<file path="config.mk">
export PLATFORM = sky130hd
export DESIGN_NAME = vsp_ctrl_regs
export DESIGN_NICKNAME = d
export VERILOG_FILES = /design/src/rtl/vsp_regs_pkg.sv /design/src/rtl/vsp_i2c_slave.sv /design/src/rtl/vsp_reg_bank.sv /design/src/rtl/vsp_fault_ctl.sv /design/src/rtl/vsp_ctrl_regs.sv
export SDC_FILE = /design/constraint.sdc
export NUM_CORES = 1
export LEC_CHECK = 0
export BUFFER_PORTS_ARGS = -buffer_cell sky130_fd_sc_hd__buf_2
export CORE_AREA = 5 5 147 93
export CTS_BUF_LIST = sky130_fd_sc_hd__clkbuf_4 sky130_fd_sc_hd__clkbuf_8
export CTS_CLUSTER_DIAMETER = 100
export CTS_CLUSTER_SIZE = 16
export DETAILED_ROUTE_END_ITERATION = 8
export DIE_AREA = 0 0 152 98
export GPL_TIMING_DRIVEN = 0
export PLACE_DENSITY = 0.77
export RECOVER_POWER = 25
export SKIP_LAST_GASP = 1
export SLEW_MARGIN = 5
export SYNTH_ARGS = -nofsm -noshare
export SYNTH_HDL_FRONTEND = slang
export SYNTH_SLANG_ARGS = --single-unit
</file>
<file path="constraint.sdc">
create_clock -name clk_i -period 2.1 [get_ports clk_i]
set_clock_uncertainty 0.15 [all_clocks]
set_input_delay 0.315 -clock clk_i [delete_from_list [all_inputs] [get_ports clk_i]]
set_output_delay 0.315 -clock clk_i [all_outputs]
set_load 0.02 [all_outputs]
</file>
<file path="src/rtl/vsp_regs_pkg.sv">
package vsp_regs_pkg;
  typedef enum logic [2:0] {
    ST_IDLE, ST_ADDR, ST_ACK, ST_RX, ST_TX, ST_MACK
  } i2c_st_e;

  localparam int RUN_BIT = 4;

  // storage mask per subaddress
  function automatic logic [7:0] field_mask(int idx);
    if (idx < 2)        return 8'hFF;
    else if (idx <= 10) return 8'h3F;
    else if (idx == 11) return 8'hBF;
    else                return 8'h00;
  endfunction
endpackage

</file>
<file path="src/rtl/vsp_i2c_slave.sv">
module vsp_i2c_slave
  import vsp_regs_pkg::*;
#(
  parameter int AW = 7
) (
  input  logic          clk_i,
  input  logic          rst_ni,
  input  logic          scl_i,
  input  logic          sda_i,
  input  logic [AW-1:0] dev_addr_i,
  input  logic [7:0]    tx_byte_i,
  output logic          sda_oe_o,
  output logic          rx_valid_o,
  output logic          rx_first_o,
  output logic [7:0]    rx_byte_o,
  output logic          tx_load_o
);
  logic [1:0] scl_sy, sda_sy;
  logic       scl_d, sda_d;
  logic       scl, sda;
  logic       scl_rise, scl_fall, start_c, stop_c;
  i2c_st_e    st_q;
  logic [3:0] cnt_q;
  logic [7:0] sr_q;
  logic       rw_q, first_q, mack_q;

  always_ff @(posedge clk_i or negedge rst_ni) begin
    if (!rst_ni) begin
      scl_sy <= 2'b11; sda_sy <= 2'b11; scl_d <= 1'b1; sda_d <= 1'b1;
    end else begin
      scl_sy <= {scl_sy[0], scl_i};
      sda_sy <= {sda_sy[0], sda_i};
      scl_d  <= scl_sy[1];
      sda_d  <= sda_sy[1];
    end
  end

  assign scl      = scl_sy[1];
  assign sda      = sda_sy[1];
  assign scl_rise = scl & ~scl_d;
  assign scl_fall = ~scl & scl_d;
  assign start_c  = scl & scl_d & sda_d & ~sda;
  assign stop_c   = scl & scl_d & ~sda_d & sda;

  always_ff @(posedge clk_i or negedge rst_ni) begin
    if (!rst_ni) begin
      st_q <= ST_IDLE; cnt_q <= '0; sr_q <= '0; rw_q <= 1'b0;
      first_q <= 1'b0; mack_q <= 1'b0; sda_oe_o <= 1'b0;
      rx_valid_o <= 1'b0; rx_first_o <= 1'b0; rx_byte_o <= '0; tx_load_o <= 1'b0;
    end else begin
      rx_valid_o <= 1'b0;
      tx_load_o  <= 1'b0;
      if (start_c) begin
        st_q <= ST_ADDR; cnt_q <= '0; sda_oe_o <= 1'b0;
      end else if (stop_c) begin
        st_q <= ST_IDLE; sda_oe_o <= 1'b0;
      end else begin
        unique case (st_q)
          ST_ADDR: begin
            if (scl_rise) begin
              sr_q <= {sr_q[6:0], sda}; cnt_q <= cnt_q + 4'd1;
            end else if (scl_fall && cnt_q == 4'd8) begin
              if (sr_q[7:1] == dev_addr_i) begin
                sda_oe_o <= 1'b1; rw_q <= sr_q[0]; first_q <= 1'b1; st_q <= ST_ACK;
              end else begin
                st_q <= ST_IDLE;
              end
            end
          end
          ST_ACK: begin
            if (scl_fall) begin
              cnt_q <= '0;
              if (rw_q) begin
                sr_q <= tx_byte_i; sda_oe_o <= ~tx_byte_i[7];
                tx_load_o <= 1'b1; st_q <= ST_TX;
              end else begin
                sda_oe_o <= 1'b0; st_q <= ST_RX;
              end
            end
          end
          ST_RX: begin
            if (scl_rise) begin
              sr_q <= {sr_q[6:0], sda}; cnt_q <= cnt_q + 4'd1;
            end else if (scl_fall && cnt_q == 4'd8) begin
              rx_valid_o <= 1'b1; rx_byte_o <= sr_q; rx_first_o <= first_q;
              first_q <= 1'b0; sda_oe_o <= 1'b1; st_q <= ST_ACK;
            end
          end
          ST_TX: begin
            if (scl_rise) begin
              cnt_q <= cnt_q + 4'd1;
            end else if (scl_fall) begin
              if (cnt_q == 4'd8) begin
                sda_oe_o <= 1'b0; st_q <= ST_MACK;
              end else begin
                sr_q <= {sr_q[6:0], 1'b0}; sda_oe_o <= ~sr_q[6];
              end
            end
          end
          ST_MACK: begin
            if (scl_rise) begin
              mack_q <= ~sda;
            end else if (scl_fall) begin
              if (mack_q) begin
                sr_q <= tx_byte_i; sda_oe_o <= ~tx_byte_i[7];
                tx_load_o <= 1'b1; cnt_q <= '0; st_q <= ST_TX;
              end else begin
                st_q <= ST_IDLE;
              end
            end
          end
          default: ;
        endcase
      end
    end
  end

  assert_rx_single_R2: assert property (@(posedge clk_i) disable iff (!rst_ni)
    rx_valid_o |=> !rx_valid_o);
  assert_ack_after_byte_R1: assert property (@(posedge clk_i) disable iff (!rst_ni)
    rx_valid_o |-> sda_oe_o);
endmodule

</file>
<file path="src/rtl/vsp_reg_bank.sv">
module vsp_reg_bank
  import vsp_regs_pkg::*;
#(
  parameter int NUM_REG = 12,
  parameter int PTR_W   = 8
) (
  input  logic               clk_i,
  input  logic               rst_ni,
  input  logic               rx_valid_i,
  input  logic               rx_first_i,
  input  logic [7:0]         rx_byte_i,
  output logic [NUM_REG*8-1:0] regs_o,
  output logic               wr_in_o,
  output logic               wr_mode_o
);
  logic [PTR_W-1:0] ptr_q;
  logic             data_wr;

  assign data_wr   = rx_valid_i & ~rx_first_i;
  assign wr_in_o   = data_wr && ptr_q == PTR_W'(0);
  assign wr_mode_o = data_wr && ptr_q == PTR_W'(1);

  always_ff @(posedge clk_i or negedge rst_ni) begin
    if (!rst_ni)          ptr_q <= '0;
    else if (rx_valid_i)  ptr_q <= rx_first_i ? PTR_W'(rx_byte_i) : ptr_q + PTR_W'(1);
  end

  for (genvar k = 0; k < NUM_REG; k++) begin : g_reg
    localparam logic [7:0] MASK = field_mask(k);
    logic [7:0] q;
    always_ff @(posedge clk_i or negedge rst_ni) begin
      if (!rst_ni)                                q <= '0;
      else if (data_wr && ptr_q == PTR_W'(k))     q <= rx_byte_i & MASK;
    end
    assign regs_o[8*k +: 8] = q;
    assert_mask_R3: assert property (@(posedge clk_i) disable iff (!rst_ni)
      (q & ~MASK) == 8'h00);
  end
endmodule

</file>
<file path="src/rtl/vsp_fault_ctl.sv">
module vsp_fault_ctl (
  input  logic clk_i,
  input  logic rst_ni,
  input  logic wr_in_i,
  input  logic wr_mode_i,
  input  logic run_i,
  input  logic tx_load_i,
  input  logic ovp_trip_i,
  output logic pwr_flag_o,
  output logic ovp_flag_o,
  output logic cal_start_o,
  output logic hdrive_en_o
);
  logic seen_q, armed_q;
  logic pwr_nxt, ovp_nxt;

  assign pwr_nxt = (wr_mode_i & run_i & armed_q) ? 1'b0 : pwr_flag_o;
  assign ovp_nxt = ovp_trip_i ? 1'b1 : ((wr_mode_i & run_i) ? 1'b0 : ovp_flag_o);

  always_ff @(posedge clk_i or negedge rst_ni) begin
    if (!rst_ni) begin
      seen_q <= 1'b0; armed_q <= 1'b0; pwr_flag_o <= 1'b1; ovp_flag_o <= 1'b0;
      cal_start_o <= 1'b0; hdrive_en_o <= 1'b0;
    end else begin
      seen_q      <= seen_q | wr_in_i;
      cal_start_o <= wr_mode_i & seen_q;
      armed_q     <= pwr_nxt & (armed_q | (tx_load_i & pwr_flag_o));
      pwr_flag_o  <= pwr_nxt;
      ovp_flag_o  <= ovp_nxt;
      if (wr_mode_i) hdrive_en_o <= run_i & ~pwr_nxt & ~ovp_nxt;
      else           hdrive_en_o <= hdrive_en_o & ~ovp_trip_i;
    end
  end

  assert_cal_gate_R6: assert property (@(posedge clk_i) disable iff (!rst_ni)
    cal_start_o |-> seen_q);
  assert_cal_pulse_R6: assert property (@(posedge clk_i) disable iff (!rst_ni)
    cal_start_o |=> !cal_start_o);
  assert_pwr_clear_R7: assert property (@(posedge clk_i) disable iff (!rst_ni)
    $fell(pwr_flag_o) |-> $past(wr_mode_i && run_i));
  assert_ovp_latch_R8: assert property (@(posedge clk_i) disable iff (!rst_ni)
    ovp_trip_i |=> ovp_flag_o);
  assert_drive_flags_R9: assert property (@(posedge clk_i) disable iff (!rst_ni)
    hdrive_en_o |-> !pwr_flag_o && !ovp_flag_o);
  assert_drive_rise_R9: assert property (@(posedge clk_i) disable iff (!rst_ni)
    $rose(hdrive_en_o) |-> $past(wr_mode_i && run_i));
endmodule

</file>
<file path="src/rtl/vsp_ctrl_regs.sv">
module vsp_ctrl_regs
  import vsp_regs_pkg::*;
#(
  parameter logic [6:0] ADDR_BASE = 7'h45,
  parameter int         NUM_REG   = 12
) (
  input  logic                     clk_i,
  input  logic                     rst_ni,
  input  logic                     scl_i,
  input  logic                     sda_i,
  output logic                     sda_oe_o,
  input  logic                     addr_strap_i,
  input  logic                     field_60hz_i,
  input  logic                     sync_seen_i,
  input  logic                     locked_i,
  input  logic                     ovp_trip_i,
  input  logic [2:0]               std_code_i,
  output logic [7:0]               cfg_in_o,
  output logic [7:0]               cfg_mode_o,
  output logic [(NUM_REG-2)*8-1:0] adj_o,
  output logic                     cal_start_o,
  output logic                     hdrive_en_o
);
  localparam int ADJ_W = (NUM_REG - 2) * 8;

  logic [6:0]           dev_addr;
  logic [7:0]           status;
  logic                 rx_valid, rx_first, tx_load;
  logic [7:0]           rx_byte;
  logic [NUM_REG*8-1:0] regs;
  logic                 wr_in, wr_mode, pwr_flag, ovp_flag;

  assign dev_addr = {ADDR_BASE[6:2], addr_strap_i, ADDR_BASE[0]};
  assign status   = {pwr_flag, field_60hz_i, sync_seen_i, locked_i, ovp_flag, std_code_i};

  vsp_i2c_slave #(.AW(7)) u_slave (
    .clk_i, .rst_ni, .scl_i, .sda_i,
    .dev_addr_i (dev_addr),
    .tx_byte_i  (status),
    .sda_oe_o,
    .rx_valid_o (rx_valid),
    .rx_first_o (rx_first),
    .rx_byte_o  (rx_byte),
    .tx_load_o  (tx_load)
  );

  vsp_reg_bank #(.NUM_REG(NUM_REG), .PTR_W(8)) u_bank (
    .clk_i, .rst_ni,
    .rx_valid_i (rx_valid),
    .rx_first_i (rx_first),
    .rx_byte_i  (rx_byte),
    .regs_o     (regs),
    .wr_in_o    (wr_in),
    .wr_mode_o  (wr_mode)
  );

  vsp_fault_ctl u_fault (
    .clk_i, .rst_ni,
    .wr_in_i     (wr_in),
    .wr_mode_i   (wr_mode),
    .run_i       (rx_byte[RUN_BIT]),
    .tx_load_i   (tx_load),
    .ovp_trip_i,
    .pwr_flag_o  (pwr_flag),
    .ovp_flag_o  (ovp_flag),
    .cal_start_o,
    .hdrive_en_o
  );

  assign cfg_in_o   = regs[7:0];
  assign cfg_mode_o = regs[15:8];
  assign adj_o      = regs[16 +: ADJ_W];

  assert_run_mirror_R9: assert property (@(posedge clk_i) disable iff (!rst_ni)
    hdrive_en_o |-> cfg_mode_o[RUN_BIT]);
endmodule

</file>
==> impl_metrics.yaml <==
power:
  p_int_mw: 4.24
  clkPwrFrac_pct: 35.5
  power_frac_seq_pct: 46.5
  sw_frac_of_total_pct: 28.0
  ir_drop_mv: 0.440
  leakage_nw: 3.86
  combPwrFrac_pct: 18.0
  power.switching_mw: 1.65
  p_per_area_nw_per_um2: 800
finish:
  mostFrequentLayoutCell: "dfrtp_1"
  stdcell_count: 796
  final_nets: 631
  final_cell_mix: "dfrtp_1, buf_2, mux2_2"
  syn_to_final_growth_pct: 29.7
  layout-drive-gt1-share_pct: 51.0
  diodes: 0
  final_cell_area_sq_um: 7360
setup_path:
  rr_worst_depth: 5
  path_max_fanout: 6
  cp-start-kind: "flip-flop"
  crit_arrival_ns: 2.34
  reg2reg_slack_ns: -0.08
  r2r-end: "u_bank.g_reg[5].q[5]$_DFFE_PN0P_"
  crit_end: "u_bank.g_reg[5].q[5]$_DFFE_PN0P_"
  max_stage_delay_ns: 0.61
  cp_data_required_time_ns: 2.27
  path_depth: 5
  crit_path_cell_trace: "or4_4, nor4b_4, buf_4, nand2_4, mux2_2"
  path_buf_inv: 1
  crit_path_start: "u_bank.ptr_q[5]$_DFFE_PN0P_"
  critPathTopFamily: "simple AND/OR/NAND/NOR gates"
  endpoint_kind: "flip-flop"
  critical_path_class: "reg2reg"
  r2r-start: "u_bank.ptr_q[5]$_DFFE_PN0P_"
  slowest_stage: "or4_4"
clocking:
  clock_path_buffers: 2
  cts_buffers: 17
  cts.sink_count: 127
  cts-root-buf: "clkbuf_8"
  clock_latency_ns: 0.43
  cts_tree: "built"
  path_clk_slew_ns: 0.08
  htreeDepth: 4
drt:
  post_drt_wl_per_cell_um: 18.0
  drtPass1Iterations: 4
  route.vias.total: 4161
  drt_iter0_markers: 226
  antenna_left: 0
  routed_wl_um: 14300
  vias_per_cell: 5.23
  remaining_drc_errors: 0
grt:
  antenna_found_initial: 0
  grt-ovfl-total: 0
  grt_first_pass_wirelength_um: 23300
  grt_max_degree: 97
  grtUsageTotal_pct: 19.6
  grt_pass1_vias: 4263
yosys:
  synthArstFlopShare_pct: 100
  netlist_area_sq_um: 5680
  ys_types: 56
  synthTopCellsByArea: "dfrtp_1, mux2_2, nand2_1, dfstp_2, buf_4"
  ys_ff_latch: 127
  yosysSeqAreaShare_pct: 56.1
  syn_area_per_cell_sq_um: 12.4
  yosys_warnings: 0
  synth_largest_area_cell: "dfrtp_1"
  syn_inst: 457
  netlist.area_leader.share_pct: 52.9
  yosys_most_used_dff: "dfrtp_1"
  synth_edf_count: 0
timing:
  timing.final.ws_setup_ns: -0.0758
  setup_viol: 51
  holdWs_ns: 0.0860
  slew_violations: 0
  rsz0062_at_grt: "true"
  setup_tns_ns: -1.13
  timing_hold_violations_final: 0
  slew_headroom_pct: 46.8
  tightest_slew_ns: 0.798
  finalCritPeriodShare_pct: 104
  min_period_ns: 2.18
  max_freq_ghz: 0.460
placement:
  finalWeightedCongestion: 0.864
  dp_cells: 737
  placed_cell_area_sq_um: 6460
  post-dp-hpwl_um: 9880
  io_buffer_count: 91
flow_run:
  maxCapViolCount: 0
floorplan:
  die_w_um: 152
  start_util_pct: 46.0
  row_count: 32
  io-pin-count: 111
  die_area_sq_um: 14900
  chipHeight_um: 98
  core_area_sq_um: 12300
min_path:
  hold_depth: 3
  hp-class: "in2reg"
run_status:
  status: "finished with violations"
  violations: "negative setup slack"
cells in the mapped netlist (2+ instances only):
master,instances
a31o_2,2
nor2_1,11
a221oi_1,2
dfstp_2,7
inv_1,11
mux2i_1,6
a31oi_1,4
o22ai_1,6
o21ai_0,11
dfrtp_1,120
a21boi_0,2
o31ai_1,3
clkbuf_1,13
nor3_1,2
nand2b_1,6
buf_4,20
and3_1,4
o211ai_1,4
nor4_4,3
buf_2,2
or3b_2,2
nand3_1,14
nand2_1,52
mux2_2,94
ha_1,6
a21oi_1,13
nor2b_1,8
area by class of cell:
cell class              instances  area, sq um
well taps                     170          213
inverters                      12         45.0
clock buffers                  21          277
clock inverters                11          115
flip-flops and latches        127         3190
repair buffers                123          766
plain buffers                  31          218
fillers                      1032         4970
multi-input cells             301         2540
routing by layer:
metal	part of all wire (%)	GRT usage, %	routed length (um)
met1	47	28.1	6710
met2	46	29.1	6640
met4	1.6	7.11	230
met5	0	0	0
met3	5.2	4.92	747
cells by family after synthesis:
logic type      share of synthesized area (%)
fa+ha+maj                                1.32
simple gates                             11.5
xor+xnor                                0.309
other cells                            0.0660
mux                                      19.9
buf+inv                                  4.54
flops                                    56.1
compound gates                           6.19
what timing repair did:
action,4_1_cts,5_1_grt
hold buffers,4,0
gates cloned,0,1
setup endpoints to repair,106,95
gates resized for setup,34,34
setup buffers,21,6
pin swaps,8,8
hold endpoints to repair,35,0
registers in the layout, summed over array words and instances, names as in the netlist, 2 cells and up:
| name | flops |
|---|---|
| u_bank.g.q | 77 |
| u_bank.ptr_q | 8 |
| u_slave.rx_byte_o | 8 |
| u_slave.sr_q | 8 |
| u_slave.cnt_q | 4 |
| u_slave.st_q | 3 |
| u_slave.scl_sy | 2 |
| u_slave.sda_sy | 2 |
worst min-delay path by stage:
stage | to | startpoint
2_1_floorplan | u_bank.g_reg[0].q[0]$_DFFE_PN0P_ | rst_ni
3_3_place_gp | u_slave.sda_sy[1]$_DFF_PN1_ | u_slave.sda_sy[0]$_DFF_PN1_
3_5_place_dp | u_bank.g_reg[7].q[2]$_DFFE_PN0P_ | rst_ni
4_1_cts | u_slave.sr_q[2]$_DFFE_PN0P_ | std_code_i[2]
5_1_grt | u_slave.sr_q[2]$_DFFE_PN0P_ | std_code_i[2]
6_report | u_slave.sr_q[2]$_DFFE_PN0P_ | std_code_i[2]
worst reg2reg max path, delay by kind of cell, from the launching register on:
family	cells	cell delay [ns]
flip-flops	1	0.39
multiplexers	1	0.30
AND/OR/NAND/NOR	3	1.03
buffers and inverters	1	0.20
through the flow:
step	total power [mW]	worst slack, ns	utilization, %
6_report	5.89	-0.0758	59.7
5_1_grt	6.14	-0.128	59.7
4_1_cts	5.86	-0.185	58.2
3_5_place_dp	3.67	-0.342	52.4
3_3_place_gp	3.63	-0.991	52.1
2_1_floorplan	3.39	-0.0163	-
power by group through the flow:
| stage | logic (mW) | clock network, mW | registers, mW |
|---|---|---|---|
| final | 1.06 | 2.09 | 2.74 |
| after global routing | 1.15 | 2.23 | 2.76 |
| after CTS | 0.998 | 2.13 | 2.74 |
| after detailed placement | 0.903 | 0 | 2.76 |
| after global placement | 0.869 | 0 | 2.76 |
| after floorplan | 0.667 | 0 | 2.72 |
Power figures use the tool's default switching activity.
